<file path="config.mk">
export PLATFORM = sky130hd
export DESIGN_NAME = ttr_matcher
export DESIGN_NICKNAME = d
export VERILOG_FILES = /design/src/rtl/ttr_pkg.sv /design/src/rtl/ttr_regfile.sv /design/src/rtl/ttr_compare.sv /design/src/rtl/ttr_resp.sv /design/src/rtl/ttr_matcher.sv
export SDC_FILE = /design/constraint.sdc
export NUM_CORES = 1
export LEC_CHECK = 0
export BUFFER_PORTS_ARGS = -buffer_cell sky130_fd_sc_hd__buf_2
export CORE_ASPECT_RATIO = 0.6
export CORE_MARGIN = 2
export CORE_UTILIZATION = 48
export DETAILED_ROUTE_END_ITERATION = 7
export PLACE_DENSITY = 0.79
export SYNTH_ARGS = -nofsm -noshare
export SYNTH_HDL_FRONTEND = slang
export SYNTH_SLANG_ARGS = --single-unit
</file>
<file path="constraint.sdc">
create_clock -name clk -period 2.4 [get_ports clk]
set_input_delay 0.12 -clock clk [delete_from_list [all_inputs] [get_ports clk]]
set_output_delay 0.12 -clock clk [all_outputs]
set_load 0.005 [all_outputs]
</file>
<file path="src/rtl/ttr_pkg.sv">
package ttr_pkg;

    localparam int REG_W = 32;

    // Bits that carry meaning; everything else is forced to zero on write.
    localparam logic [REG_W-1:0] TTR_KEEP = 32'hFFFF_E364;

    typedef enum logic {
        CH_INSN = 1'b0,
        CH_DATA = 1'b1
    } ttr_chan_e;

    typedef enum logic {
        S_IDLE = 1'b0,
        S_RESP = 1'b1
    } rsp_state_e;

    typedef struct packed {
        logic [7:0] base;
        logic [7:0] mask;
        logic       en;
        logic [1:0] priv;
        logic [1:0] upa;
        logic [1:0] cmode;
        logic       wp;
    } ttr_fields_t;

    function automatic ttr_fields_t ttr_unpack(input logic [REG_W-1:0] r);
        ttr_fields_t f;
        f.base  = r[31:24];
        f.mask  = r[23:16];
        f.en    = r[15];
        f.priv  = r[14:13];
        f.upa   = r[9:8];
        f.cmode = r[6:5];
        f.wp    = r[2];
        return f;
    endfunction

endpackage

</file>
<file path="src/rtl/ttr_regfile.sv">
module ttr_regfile
    import ttr_pkg::*;
#(
    parameter int NUM_CH = 2,
    parameter int W      = REG_W,
    localparam int SEL_W = (NUM_CH > 1) ? $clog2(NUM_CH) : 1
) (
    input  logic                 clk,
    input  logic                 rst,
    input  logic                 cfg_we,
    input  logic [SEL_W-1:0]     cfg_sel,
    input  logic [W-1:0]         cfg_wdata,
    input  logic [SEL_W-1:0]     cfg_rsel,
    output logic [W-1:0]         cfg_rdata,
    output logic [NUM_CH-1:0][W-1:0] ttr_q
);

    for (genvar ch = 0; ch < NUM_CH; ch++) begin : g_reg
        always_ff @(posedge clk) begin
            if (rst) begin
                ttr_q[ch] <= '0;
            end else if (cfg_we && (cfg_sel == SEL_W'(ch))) begin
                ttr_q[ch] <= cfg_wdata & TTR_KEEP;
            end
        end
    end

    always_comb begin
        cfg_rdata = '0;
        for (int ch = 0; ch < NUM_CH; ch++) begin
            if (cfg_rsel == SEL_W'(ch)) begin
                cfg_rdata = ttr_q[ch];
            end
        end
    end

    logic rst_d;
    always_ff @(posedge clk) rst_d <= rst;

    // the cycle after reset both windows read as zero
    a_r1_reset_clears: assert property (@(posedge clk)
        rst_d |-> (ttr_q == '0));

    // without a write strobe the stored windows do not move
    a_r11_hold_without_write: assert property (@(posedge clk) disable iff (rst)
        !cfg_we |=> $stable(ttr_q));

endmodule

</file>
<file path="src/rtl/ttr_compare.sv">
module ttr_compare
    import ttr_pkg::*;
#(
    parameter int W = REG_W
) (
    input  logic [W-1:0] ttr,
    input  logic [7:0]   addr_hi,
    input  logic         super_acc,
    output logic         hit,
    output logic [1:0]   cmode,
    output logic         wp
);

    ttr_fields_t f;
    logic        addr_ok;
    logic        priv_ok;

    always_comb begin
        f       = ttr_unpack(ttr);
        addr_ok = (((addr_hi ^ f.base) & ~f.mask) == 8'h00);
        unique case (f.priv)
            2'b00:   priv_ok = !super_acc;
            2'b01:   priv_ok = super_acc;
            default: priv_ok = 1'b1;
        endcase
        hit   = f.en && addr_ok && priv_ok;
        cmode = hit ? f.cmode : 2'b00;
        wp    = hit ? f.wp : 1'b0;
    end

endmodule

</file>
<file path="src/rtl/ttr_resp.sv">
module ttr_resp
    import ttr_pkg::*;
#(
    parameter int AW = 32
) (
    input  logic          clk,
    input  logic          rst,
    input  logic          req_valid,
    input  logic [AW-1:0] req_addr,
    input  logic          req_write,
    input  logic          hit,
    input  logic [1:0]    cmode,
    input  logic          wp,
    output logic          rsp_valid,
    output logic          rsp_hit,
    output logic [AW-1:0] rsp_paddr,
    output logic [1:0]    rsp_cmode,
    output logic          rsp_wp,
    output logic          rsp_fault
);

    rsp_state_e state_q, state_d;

    always_comb begin
        unique case (state_q)
            S_IDLE:  state_d = req_valid ? S_RESP : S_IDLE;
            S_RESP:  state_d = req_valid ? S_RESP : S_IDLE;
            default: state_d = S_IDLE;
        endcase
    end

    always_ff @(posedge clk) begin
        if (rst) state_q <= S_IDLE;
        else     state_q <= state_d;
    end

    always_ff @(posedge clk) begin
        if (rst || !req_valid || !hit) begin
            rsp_hit   <= 1'b0;
            rsp_paddr <= '0;
            rsp_cmode <= 2'b00;
            rsp_wp    <= 1'b0;
            rsp_fault <= 1'b0;
        end else begin
            rsp_hit   <= 1'b1;
            rsp_paddr <= req_addr;
            rsp_cmode <= cmode;
            rsp_wp    <= wp;
            rsp_fault <= req_write && wp;
        end
    end

    assign rsp_valid = (state_q == S_RESP);

    // a request is answered in the next cycle
    a_r10_answer_next: assert property (@(posedge clk) disable iff (rst)
        req_valid |=> rsp_valid);

    // quiet outputs when no response is due
    a_r10_idle_quiet: assert property (@(posedge clk) disable iff (rst)
        !rsp_valid |-> (!rsp_hit && !rsp_fault && rsp_cmode == 2'b00));

    // a fault needs a hit on a protected window
    a_r7_fault_needs_wp: assert property (@(posedge clk) disable iff (rst)
        rsp_fault |-> (rsp_hit && rsp_wp));

    // a hit passes the logical address through unchanged
    a_r12_identity_map: assert property (@(posedge clk) disable iff (rst)
        rsp_hit |-> (rsp_paddr == $past(req_addr)));

    // a miss clears the attributes
    a_r6_miss_zero: assert property (@(posedge clk) disable iff (rst)
        (rsp_valid && !rsp_hit) |-> (rsp_cmode == 2'b00 && !rsp_wp && rsp_paddr == '0));

endmodule

</file>
<file path="src/rtl/ttr_matcher.sv">
module ttr_matcher
    import ttr_pkg::*;
#(
    parameter int AW     = 32,
    parameter int NUM_CH = 2
) (
    input  logic          clk,
    input  logic          rst,
    input  logic          cfg_we,
    input  logic          cfg_sel,
    input  logic [31:0]   cfg_wdata,
    input  logic          cfg_rsel,
    output logic [31:0]   cfg_rdata,
    input  logic          req_valid,
    input  logic [AW-1:0] req_addr,
    input  logic          req_fetch,
    input  logic          req_super,
    input  logic          req_write,
    output logic          rsp_valid,
    output logic          rsp_hit,
    output logic [AW-1:0] rsp_paddr,
    output logic [1:0]    rsp_cmode,
    output logic          rsp_wp,
    output logic          rsp_fault
);

    logic [NUM_CH-1:0][REG_W-1:0] ttr_q;
    logic [NUM_CH-1:0]            ch_hit;
    logic [NUM_CH-1:0][1:0]       ch_cmode;
    logic [NUM_CH-1:0]            ch_wp;

    ttr_regfile #(.NUM_CH(NUM_CH), .W(REG_W)) u_regs (
        .clk       (clk),
        .rst       (rst),
        .cfg_we    (cfg_we),
        .cfg_sel   (cfg_sel),
        .cfg_wdata (cfg_wdata),
        .cfg_rsel  (cfg_rsel),
        .cfg_rdata (cfg_rdata),
        .ttr_q     (ttr_q)
    );

    for (genvar ch = 0; ch < NUM_CH; ch++) begin : g_cmp
        ttr_compare #(.W(REG_W)) u_cmp (
            .ttr       (ttr_q[ch]),
            .addr_hi   (req_addr[AW-1 -: 8]),
            .super_acc (req_super),
            .hit       (ch_hit[ch]),
            .cmode     (ch_cmode[ch]),
            .wp        (ch_wp[ch])
        );
    end

    // the access kind picks exactly one window
    ttr_chan_e sel_ch;
    logic      sel_hit;
    logic [1:0] sel_cmode;
    logic      sel_wp;

    always_comb begin
        sel_ch    = req_fetch ? CH_INSN : CH_DATA;
        sel_hit   = ch_hit[sel_ch];
        sel_cmode = ch_cmode[sel_ch];
        sel_wp    = ch_wp[sel_ch];
    end

    ttr_resp #(.AW(AW)) u_resp (
        .clk       (clk),
        .rst       (rst),
        .req_valid (req_valid),
        .req_addr  (req_addr),
        .req_write (req_write),
        .hit       (sel_hit),
        .cmode     (sel_cmode),
        .wp        (sel_wp),
        .rsp_valid (rsp_valid),
        .rsp_hit   (rsp_hit),
        .rsp_paddr (rsp_paddr),
        .rsp_cmode (rsp_cmode),
        .rsp_wp    (rsp_wp),
        .rsp_fault (rsp_fault)
    );

    // a hit requires the chosen window to have been enabled
    a_r4_enable_required: assert property (@(posedge clk) disable iff (rst)
        rsp_hit |-> $past(ttr_q[sel_ch][15]));

endmodule

</file>
Word-level counts from Yosys, hierarchy flattened
Cells that the tools add are included.

cells by class
  multiplexer cells = 16
  bitwise gates (word level) = 7
  $lt $le $gt $ge = 1
  reductions and logical operators = 16
  eq/ne operators = 2

operators with widths
  kind                  count
  $mux W32              1
  $and A8 B8 Y8         2
  $logic_not A8 Y1      2
  $not A8 Y8            2
  $xor A8 B8 Y8         2
  $mux W1               9
  $mux W2               4
  $logic_and A1 B1 Y1   7
  $eq A2 B1 Y1 const B  2
  $logic_not A2 Y1      2
  $pmux W1 S2           2
  $logic_not A1 Y1      3
  $logic_or A1 B1 Y1    2
  $lt A1 B2 Y1 const B  1
  $not A1 Y1            1

word-level totals
  flip-flop bits (word level) = 86
  output and inout port bits = 70

Longest topological paths before layout
Gate-level depths: netlist of the first run.

  depth in word-level cells = 10
  mapped depth = 7

By module
Synthesis of the first run repeated with hierarchy kept, for this count alone.

second synthesis, totals
  cell total of the unflattened synthesis = 367
  area, all modules = 4,057.6 um^2

by module, submodules not included
  module       sequential area each (um^2)  cells an instance  area each (um^2)  times used
  ttr_regfile  960.9                        237                2,568.7           1
  ttr_resp     760.7                        80                 1,131.1           1
  ttr_compare  0.0                          23                 156.4             2
  ttr_matcher  0.0                          4                  45.0              1

Least setup slack after synthesis of the first run
No wires, ideal clock.

  kind = reg-to-reg
  from = register u_regs.ttr_q[61] (netlist name)
  to = register u_resp.rsp_paddr[6]
  stages on the path, launching flop included = 8
  path buffers = 2
  slack = 431 ps
  data arrival time = 1,899 ps
  library setup time = 70 ps
  data required time = 2,330 ps
  clock period less this slack = 1,969 ps
  path through = dfxtp_1 -> xnor2_1 -> o22ai_1 -> or4_1 -> or4b_1 -> buf_6 -> buf_12 -> a21oi_4

on the way
  word-level cells in the longest chain between the ends = 9

RTL lines
  element                                     RTL line           source
  start, declared                             ttr_regfile.sv:15  output logic [NUM_CH-1:0][W-1:0] ttr_q
  start signal, assigned by index             ttr_regfile.sv:23  ttr_q[ch] <= cfg_wdata & TTR_KEEP;
  $xor A8 B8 Y8                               ttr_compare.sv:20  addr_ok = (((addr_hi ^ f.base) & ~f.mask) == 8'h00);
  $and A8 B8 Y8                               ttr_compare.sv:20
  $logic_not A8 Y1                            ttr_compare.sv:20
  $logic_and A1 B1 Y1 (2 in a row)            ttr_compare.sv:26  hit = f.en && addr_ok && priv_ok;
  $mux W1 (implied by the code) (2 in a row)  ttr_matcher.sv:62  sel_hit = ch_hit[sel_ch];
  $logic_not A1 Y1                            ttr_resp.sv:38     if (rst || !req_valid || !hit) begin
  $logic_or A1 B1 Y1                          ttr_resp.sv:38
  end signal, assigned                        ttr_resp.sv:46     rsp_paddr <= req_addr;
  end, declared                               ttr_resp.sv:16     output logic [AW-1:0] rsp_paddr,

No other way between the ends. The select of a mux whose other input is x is not followed.
A chain may end at the register's enable or synchronous reset.

Worst setup path after layout of the first run
  from = register u_regs.ttr_q[61] (netlist name)
  to = register u_resp.rsp_paddr[1]

The elaborated chain is that of the path after synthesis.

==> flow_summary.ini, run 1 <==
[critical_path]
reg2reg_slack_ns = 0.26
required_ns = 2.67
cp-end-kind = flip-flop
setup.worst_path.start_class = flip-flop
worstReg2RegStart = u_regs.ttr_q[61]
setup_cp_type = reg2reg
worstPathMaxFanout = 18
crit_path_end = u_resp.rsp_paddr[1]
arrival_ns = 2.41
startpoint = u_regs.ttr_q[61]
worst_r2r_endpoint = u_resp.rsp_paddr[1]
ff2ff_path_depth = 6

[synthesis]
synthMostInstantiatedCell = sky130_fd_sc_hd__nand2_1
yosys.cell_types.count = 27
seq_area_frac_synth = 0.4803
synthFlopType = sky130_fd_sc_hd__dfxtp_1
syn_area_per_cell_um2 = 8.743
synthArstFlopShare = 0
post-synth-top-area-cell = sky130_fd_sc_hd__dfxtp_1
ys_warn_count = 0
synth-edff-count = 0
synth_top_cell_area_share = 0.4803
netlist_area_mm2 = 0.003585
synth_cells = 410
synthTopCellsByCount = 136 x sky130_fd_sc_hd__nand2_1, 86 x sky130_fd_sc_hd__dfxtp_1, 53 x sky130_fd_sc_hd__a21oi_1, 26 x sky130_fd_sc_hd__a21oi_2, 26 x sky130_fd_sc_hd__clkbuf_1
ys_ff_latch = 86
synth.top_cells.by_area = sky130_fd_sc_hd__dfxtp_1 48%, sky130_fd_sc_hd__nand2_1 14%, sky130_fd_sc_hd__mux2_2 7.5%

[timing]
max_freq_ghz = 0.4670
fin_crit_sh = 0.8923
maxSlewViolCount = 0
timing.slew.headroom = 0.5847
rsz0062_at_grt = false
timing_worst_slew_pin_value_ns = 0.6229
period_needed_ns = 2.142
tns_ns = 0
final.setup_skew_ns = 0.007220
report.final.setup_viol = 0
hold_violations = 0
worst_slack_ns = 0.2585

[power]
total_power_mw = 3.121
power_frac_clock = 0.422
combinationalPowerShare = 0.098
p_seq_frac = 0.480
power-per-cell-area_mw_per_mm2 = 679.9
p_sw_frac = 0.2334
p_int_mw = 2.393
p_leak_nw = 1.952
switchingPower_mw = 0.7284
ir_worst_vdd_mv = 0.3307

[floorplanning]
fp.dieH_um = 70.94
design.die.area_mm2 = 0.008198
die_w_um = 115.6
std_cell_rows = 24
design.core.area_mm2 = 0.007237
top_level_ports = 143
start_util = 0.4953

[route]
vias = 3185
max_layer_used = met5
drtIter0Drc = 278
dr_wl_met2_mm = 4.185
remaining_drc_errors = 0
drt.antenna.violating_nets = 0
drt-vias-per-instance = 4.992
avgRoutedWirePerCell_um = 14.50
met3_length_um = 768
drtPass1Iterations = 5
routed_wl_mm = 9.251
m1WireLength_mm = 4.203

[placed_design]
pre_cts_ws_ns = 0.1423
final_weighted_congestion_of_routability_driven_global_placement = 0.7858
post-dp-hpwl_mm = 6.423
port_buffers = 126

[finish]
final_layout_size_suffix_gt1_frac = 0.3914
antenna_cells_inserted = 0
fill_cells = 599
syn2layout_area_growth_pct = 28.06
area.sequential_mm2 = 0.001723
area_used_by_multi_input_combinational_logic_mm2 = 0.001673
finish.net_count = 602

[cts]
skew_pair_late_insertion_delay_ns = 0.34
clock_slew_at_reported_path_ffs_ns = 0.06
ctsLongestPathBuffers = 2
cts_max_level = 3
tritoncts = done
clock-root-buffer = sky130_fd_sc_hd__clkbuf_16
cts.sink_count = 86
numCtsBuffers = 9
cts.repair_timing.setup_buffer_count = 0

[grt]
largest_net_degree_at_the_start_of_global_routing = 49
grt_pass1_vias = 2832
antenna_found_initial = 1
globalRouteOverflowTotal = 0
grt_util_all_layers = 0.2230
wire_length_of_the_first_global_routing_pass_mm = 13.96

[hold_path]
hp-class = in2reg

[job]
max_cap_viol_count = 0

[outcome]
run_status = finished clean
## routing by layer
metal	vias up	track usage
met1	1470	0.2959
met3	10	0.06598
met5	-	0
li1	1574	-
met4	2	0.07497
met2	129	0.3496
## state kept, by name (all words and copies together), names as in the netlist
name              flops
u_resp.rsp_hit        1
u_regs.ttr_q         48
u_resp.rsp_paddr     32
u_resp.rsp_valid      1
u_resp.rsp_wp         1
u_resp.rsp_fault      1
u_resp.rsp_cmode      2
## power by group through the flow
stage          Sequential, mW  Clock, mW  Combinational, mW
2_1_floorplan            1.52          0              0.179
3_3_place_gp             1.52          0              0.290
3_5_place_dp             1.53          0              0.295
4_1_cts                  1.50       1.34              0.301
5_1_grt                  1.50       1.40              0.332
6_report                 1.50       1.32              0.305
## cell type report
type                       instances  area share
multi-input combinational        292      0.3644
tap                              104     0.02835
clock inverter                     2    0.003271
sequential                        86      0.3753
timing repair buffer             140      0.1690
clock buffer                      14     0.05969
## worst max-delay path: stages (launching register included)
cell and delay (ns):
sky130_fd_sc_hd__dfxtp_1 0.40, sky130_fd_sc_hd__xnor2_1 0.14, sky130_fd_sc_hd__o22ai_1 0.11, sky130_fd_sc_hd__or4_1 0.54, sky130_fd_sc_hd__or4b_4 0.54, sky130_fd_sc_hd__clkbuf_16 0.22, sky130_fd_sc_hd__a21oi_1 0.12
## cell usage in the layout (no fill, tap or decap)
cell / instances
sky130_fd_sc_hd__mux2_2: 24
sky130_fd_sc_hd__buf_12: 1
sky130_fd_sc_hd__nand3_1: 2
sky130_fd_sc_hd__and2_1: 1
sky130_fd_sc_hd__clkbuf_16: 10
sky130_fd_sc_hd__nor2b_1: 1
sky130_fd_sc_hd__dfxtp_2: 1
sky130_fd_sc_hd__dlygate4sd3_1: 4
sky130_fd_sc_hd__nand2_2: 1
sky130_fd_sc_hd__nor3_1: 1
sky130_fd_sc_hd__conb_1: 8
sky130_fd_sc_hd__o22ai_2: 3
sky130_fd_sc_hd__buf_4: 8
sky130_fd_sc_hd__buf_2: 126
sky130_fd_sc_hd__clkinvlp_4: 2
sky130_fd_sc_hd__dfxtp_1: 85
sky130_fd_sc_hd__o211ai_1: 1
sky130_fd_sc_hd__o22ai_1: 8
sky130_fd_sc_hd__nor2_1: 2
sky130_fd_sc_hd__xnor2_1: 17
sky130_fd_sc_hd__xnor2_2: 1
sky130_fd_sc_hd__clkbuf_1: 2
sky130_fd_sc_hd__nand2b_1: 1
sky130_fd_sc_hd__nor2b_2: 1
sky130_fd_sc_hd__clkbuf_8: 3
sky130_fd_sc_hd__or4b_4: 1
sky130_fd_sc_hd__nand2_1: 135
sky130_fd_sc_hd__a21boi_1: 1
sky130_fd_sc_hd__a21oi_1: 53
sky130_fd_sc_hd__o21ai_0: 1
sky130_fd_sc_hd__a21oi_4: 1
sky130_fd_sc_hd__and3_1: 1
sky130_fd_sc_hd__a21oi_2: 26
sky130_fd_sc_hd__or4_1: 1
## how the worst min path moves through the flow
stage / slack [ns] / cells past startpoint / start / endpoint
finish: 0.01 / 3 / req_addr[12] / u_resp.rsp_paddr[12]
global route: 0.004 / 3 / req_addr[20] / u_resp.rsp_paddr[20]
CTS: 0.0008 / 3 / req_addr[12] / u_resp.rsp_paddr[12]
detailed placement: 0.34 / 3 / req_addr[2] / u_resp.rsp_paddr[2]
global placement: 0.34 / 3 / req_addr[3] / u_resp.rsp_paddr[3]
floorplan: 0.24 / 2 / req_addr[0] / u_resp.rsp_paddr[0]
## through the flow
step                  util  cell area (um^2)  hold WS (ns)  instances
global route        0.6343              4591      0.004382        638
CTS                 0.6278              4543     0.0007699        636
finish              0.6343              4591       0.01287        638
floorplan                -              3611        0.2361        417
detailed placement  0.5837              4224        0.3439        617
global placement    0.5837              4224        0.3417        617
## cell families after synthesis
group,share of synthesized area
compound gates,0.1721
xor+xnor,0.04398
buf+inv,0.06492
flops,0.4803
mux,0.07539
other cells,0.001046
simple gates,0.1623
## what timing repair did
item,4_1_cts,5_1_grt
hold buffers,3,1
hold endpoints to repair,3,1
endpoints found under the setup margin,0,2
resized for setup,0,4
Power figures use the tool's default switching activity.
==> inputs of run 2 (changes only) <==
--- a/config.mk
+++ b/config.mk
@@ -5,12 +5,15 @@
 export SDC_FILE = /design/constraint.sdc
 export NUM_CORES = 1
 export LEC_CHECK = 0
+export ABC_AREA = 1
 export BUFFER_PORTS_ARGS = -buffer_cell sky130_fd_sc_hd__buf_2
+export CELL_PAD_IN_SITES_DETAIL_PLACEMENT = 0
+export CELL_PAD_IN_SITES_GLOBAL_PLACEMENT = 1
 export CORE_ASPECT_RATIO = 0.6
 export CORE_MARGIN = 2
-export CORE_UTILIZATION = 48
+export CORE_UTILIZATION = 33
 export DETAILED_ROUTE_END_ITERATION = 7
-export PLACE_DENSITY = 0.79
+export PLACE_DENSITY_LB_ADDON = 0.1
 export SYNTH_ARGS = -nofsm -noshare
 export SYNTH_HDL_FRONTEND = slang
 export SYNTH_SLANG_ARGS = --single-unit
==> run 2 against run 1 <==
Net effect:
- critical path depth rose by 4
- register-to-register slack better by 0.39 ns
- clock-buffer cell count fell by 2
- routed wire length up 1.3%
- critical endpoint is now u_resp.rsp_wp
- final cell count grew 18%
==> flow_summary.ini, run 2 <==
[outcome]
run_status = finished clean

[cts]
cts_max_level = 3
cts.repair_timing.setup_buffer_count = 0
skew_pair_late_insertion_delay_ns = 0.34
clock-root-buffer = sky130_fd_sc_hd__clkbuf_16
tritoncts = done
clock_slew_at_reported_path_ffs_ns = 0.06
numCtsBuffers = 9
cts.sink_count = 86
ctsLongestPathBuffers = 2

[floorplanning]
die_w_um = 137.3
design.die.area_mm2 = 0.01153
fp.dieH_um = 83.97
std_cell_rows = 29
top_level_ports = 143
design.core.area_mm2 = 0.01049
start_util = 0.3354

[placed_design]
placed_cell_area_mm2 = 0.004232
instance_count_after_placement_with_tap_cells_included = 725
post-dp-hpwl_mm = 6.558
port_buffers = 126
final_weighted_congestion_of_routability_driven_global_placement = 0.7554

[grt]
grt_util_all_layers = 0.1721
grt_pass1_vias = 3029
wire_length_of_the_first_global_routing_pass_mm = 15.19
globalRouteOverflowTotal = 0
antenna_found_initial = 2
largest_net_degree_at_the_start_of_global_routing = 49

[route]
dr_wl_met2_mm = 3.883
m1WireLength_mm = 4.882
drtIter0Drc = 120
remaining_drc_errors = 0
drt.antenna.violating_nets = 0
vias = 3259
max_layer_used = met5
drtPass1Iterations = 4
routed_wl_mm = 9.369
drt-vias-per-instance = 4.334
avgRoutedWirePerCell_um = 12.46
met3_length_um = 538

[synthesis]
yosys.cell_types.count = 20
synth_cells = 478
synthFlopType = sky130_fd_sc_hd__dfxtp_1
ys_ff_latch = 86
syn_area_per_cell_um2 = 7.358
synthArstFlopShare = 0
synthMostInstantiatedCell = sky130_fd_sc_hd__nand2_1
synthTopCellsByCount = 118 x sky130_fd_sc_hd__nand2_1, 86 x sky130_fd_sc_hd__dfxtp_1, 61 x sky130_fd_sc_hd__inv_1, 56 x sky130_fd_sc_hd__nor2_1, 30 x sky130_fd_sc_hd__a21oi_1
ys_warn_count = 0
synth-edff-count = 0
post-synth-top-area-cell = sky130_fd_sc_hd__dfxtp_1
synth.top_cells.by_area = sky130_fd_sc_hd__dfxtp_1 49%, sky130_fd_sc_hd__nand2_1 13%, sky130_fd_sc_hd__inv_1 6.5%
netlist_area_mm2 = 0.003517
synth_top_cell_area_share = 0.4895
seq_area_frac_synth = 0.4895

[timing]
final.setup_skew_ns = 0.009994
fin_crit_sh = 0.7286
max_freq_ghz = 0.5719
rsz0062_at_grt = false
timing_worst_slew_pin_value_ns = 0.8437
period_needed_ns = 1.749
timing.slew.headroom = 0.4369
tns_ns = 0
whs_ns = 0.01127
hold_violations = 0
report.final.setup_viol = 0
maxSlewViolCount = 0

[finish]
finish.cell_count_without_fillers = 752
finish.net_count = 681
syn2layout_area_growth_pct = 32.44
final_layout_size_suffix_gt1_frac = 0.2904
final_design_area_no_fill_mm2 = 0.004658
largest-register = u_regs.ttr_q
antenna_cells_inserted = 0
leading_registers_by_flop_count = u_regs.ttr_q x48, u_resp.rsp_paddr x32, u_resp.rsp_cmode x2
largest_reg_flops = 48
final_core_util = 0.4442
fill_cells = 1112
mostFrequentLayoutCell = sky130_fd_sc_hd__buf_2
layout_common_cells = 126 x sky130_fd_sc_hd__buf_2, 118 x sky130_fd_sc_hd__nand2_1, 86 x sky130_fd_sc_hd__dfxtp_1

[critical_path]
path_cells = nor2_1 -> nor2_1 -> nand2_1 -> nand2_1 -> nor2_1 -> nand3_1 -> nand2_1 -> nand3_4 -> buf_12 -> a21oi_1
reg2reg_slack_ns = 0.65
worst_path_largest_cell_delay_ns = 0.33
setup.worst_path.start_class = flip-flop
ff2ff_path_depth = 10
arrival_ns = 2.01
cp-end-kind = flip-flop
cp_top_family = simple AND/OR/NAND/NOR gates
slowest_stage_cell_on_the_critical_path = sky130_fd_sc_hd__dfxtp_1
cp.depth = 10
worstPathMaxFanout = 33
required_ns = 2.66
setup_cp_type = reg2reg
cp.buffers_inverters = 1

[power]
p_seq_frac = 0.452
p_int_mw = 2.566
ir_worst_vdd_mv = 0.3283
power_frac_clock = 0.442
switchingPower_mw = 0.7765
power-per-cell-area_mw_per_mm2 = 717.7
p_sw_frac = 0.2323
combinationalPowerShare = 0.106
p_leak_nw = 2.274

[hold_path]
hold_path_depth = 3
hp-class = in2reg

[job]
max_cap_viol_count = 0
==> run 2: cell types whose count changed in the layout (fill, tap and decap cells not counted), moves of 16 or more <==
cell,change
sky130_fd_sc_hd__mux2_2,-24
sky130_fd_sc_hd__o21ai_0,+25
sky130_fd_sc_hd__nor2_2,+29
sky130_fd_sc_hd__a21oi_1,-23
sky130_fd_sc_hd__inv_1,+61
sky130_fd_sc_hd__a211oi_1,+24
sky130_fd_sc_hd__nand2_1,-17
sky130_fd_sc_hd__xnor2_1,-16
sky130_fd_sc_hd__nor2_1,+54
sky130_fd_sc_hd__a21oi_2,-26
==> run 2: kinds of logic (layout without fill, tap and decap cells) <==
kind of cell           count (synthesis)  in the layout  synth area share
other                                  1              8          0.001066
flip-flops                            86             86            0.4895
AND/OR/NAND/NOR                      216            216            0.2604
XOR/XNOR                               1              1          0.002491
buffers and inverters                 94            222            0.1156
AO/OA/AOI/OAI                         80             80            0.1309
==> run 2: layout make-up <==
type / count / area (um^2) / area share
sequential: 86 / 1722 / 0.3696
multi-input combinational: 305 / 1415 / 0.3038
timing repair buffer: 142 / 790.8 / 0.1698
clock buffer: 12 / 246.5 / 0.05291
inverter: 64 / 240.2 / 0.05157
tap: 139 / 173.9 / 0.03734
clock inverter: 4 / 70.07 / 0.01504
==> run 2: power by group through the flow <==
stage	Clock, mW	Combinational [mW]	Sequential [mW]
detailed placement	0	0.343	1.54
global placement	0	0.339	1.54
finish	1.48	0.354	1.51
global route	1.58	0.405	1.52
CTS	1.52	0.359	1.51
floorplan	0	0.202	1.54
==> run 2: final timing paths <==
path,to,start
hold / removal,u_resp.rsp_paddr[17],req_addr[17]
hold reg to reg,u_regs.ttr_q[9],u_regs.ttr_q[9]
setup / recovery,u_resp.rsp_wp,u_regs.ttr_q[58]
setup reg to reg,u_resp.rsp_wp,u_regs.ttr_q[58]
==> run 2: metal layers <==
layer  vias up  global-route usage
li1       1726                   -
met1      1442              0.2453
met2        82              0.2533
met3         7             0.05343
met4         2             0.03843
met5         -                   0
==> run 2: what timing repair did <==
| item | CTS | global route |
|---|---|---|
| hold buffers | 11 | 0 |
| resized for setup | 0 | 0 |
| endpoints found under the hold margin | 11 | 0 |
==> run 2: stage by stage <==
| step | setup slack (ns) | power [mW] |
|---|---|---|
| final | 0.6514 | 3.343 |
| after CTS | 0.6510 | 3.390 |
| after global placement | 0.7182 | 1.880 |
| after global routing | 0.4686 | 3.505 |
| after detailed placement | 0.6758 | 1.885 |
| after floorplan | 1.110 | 1.739 |
==> run 2: worst min-delay path, stage by stage <==
cell	delay (ns)
sky130_fd_sc_hd__buf_2	0.08
sky130_fd_sc_hd__inv_1	0.04
sky130_fd_sc_hd__nor2_2	0.08
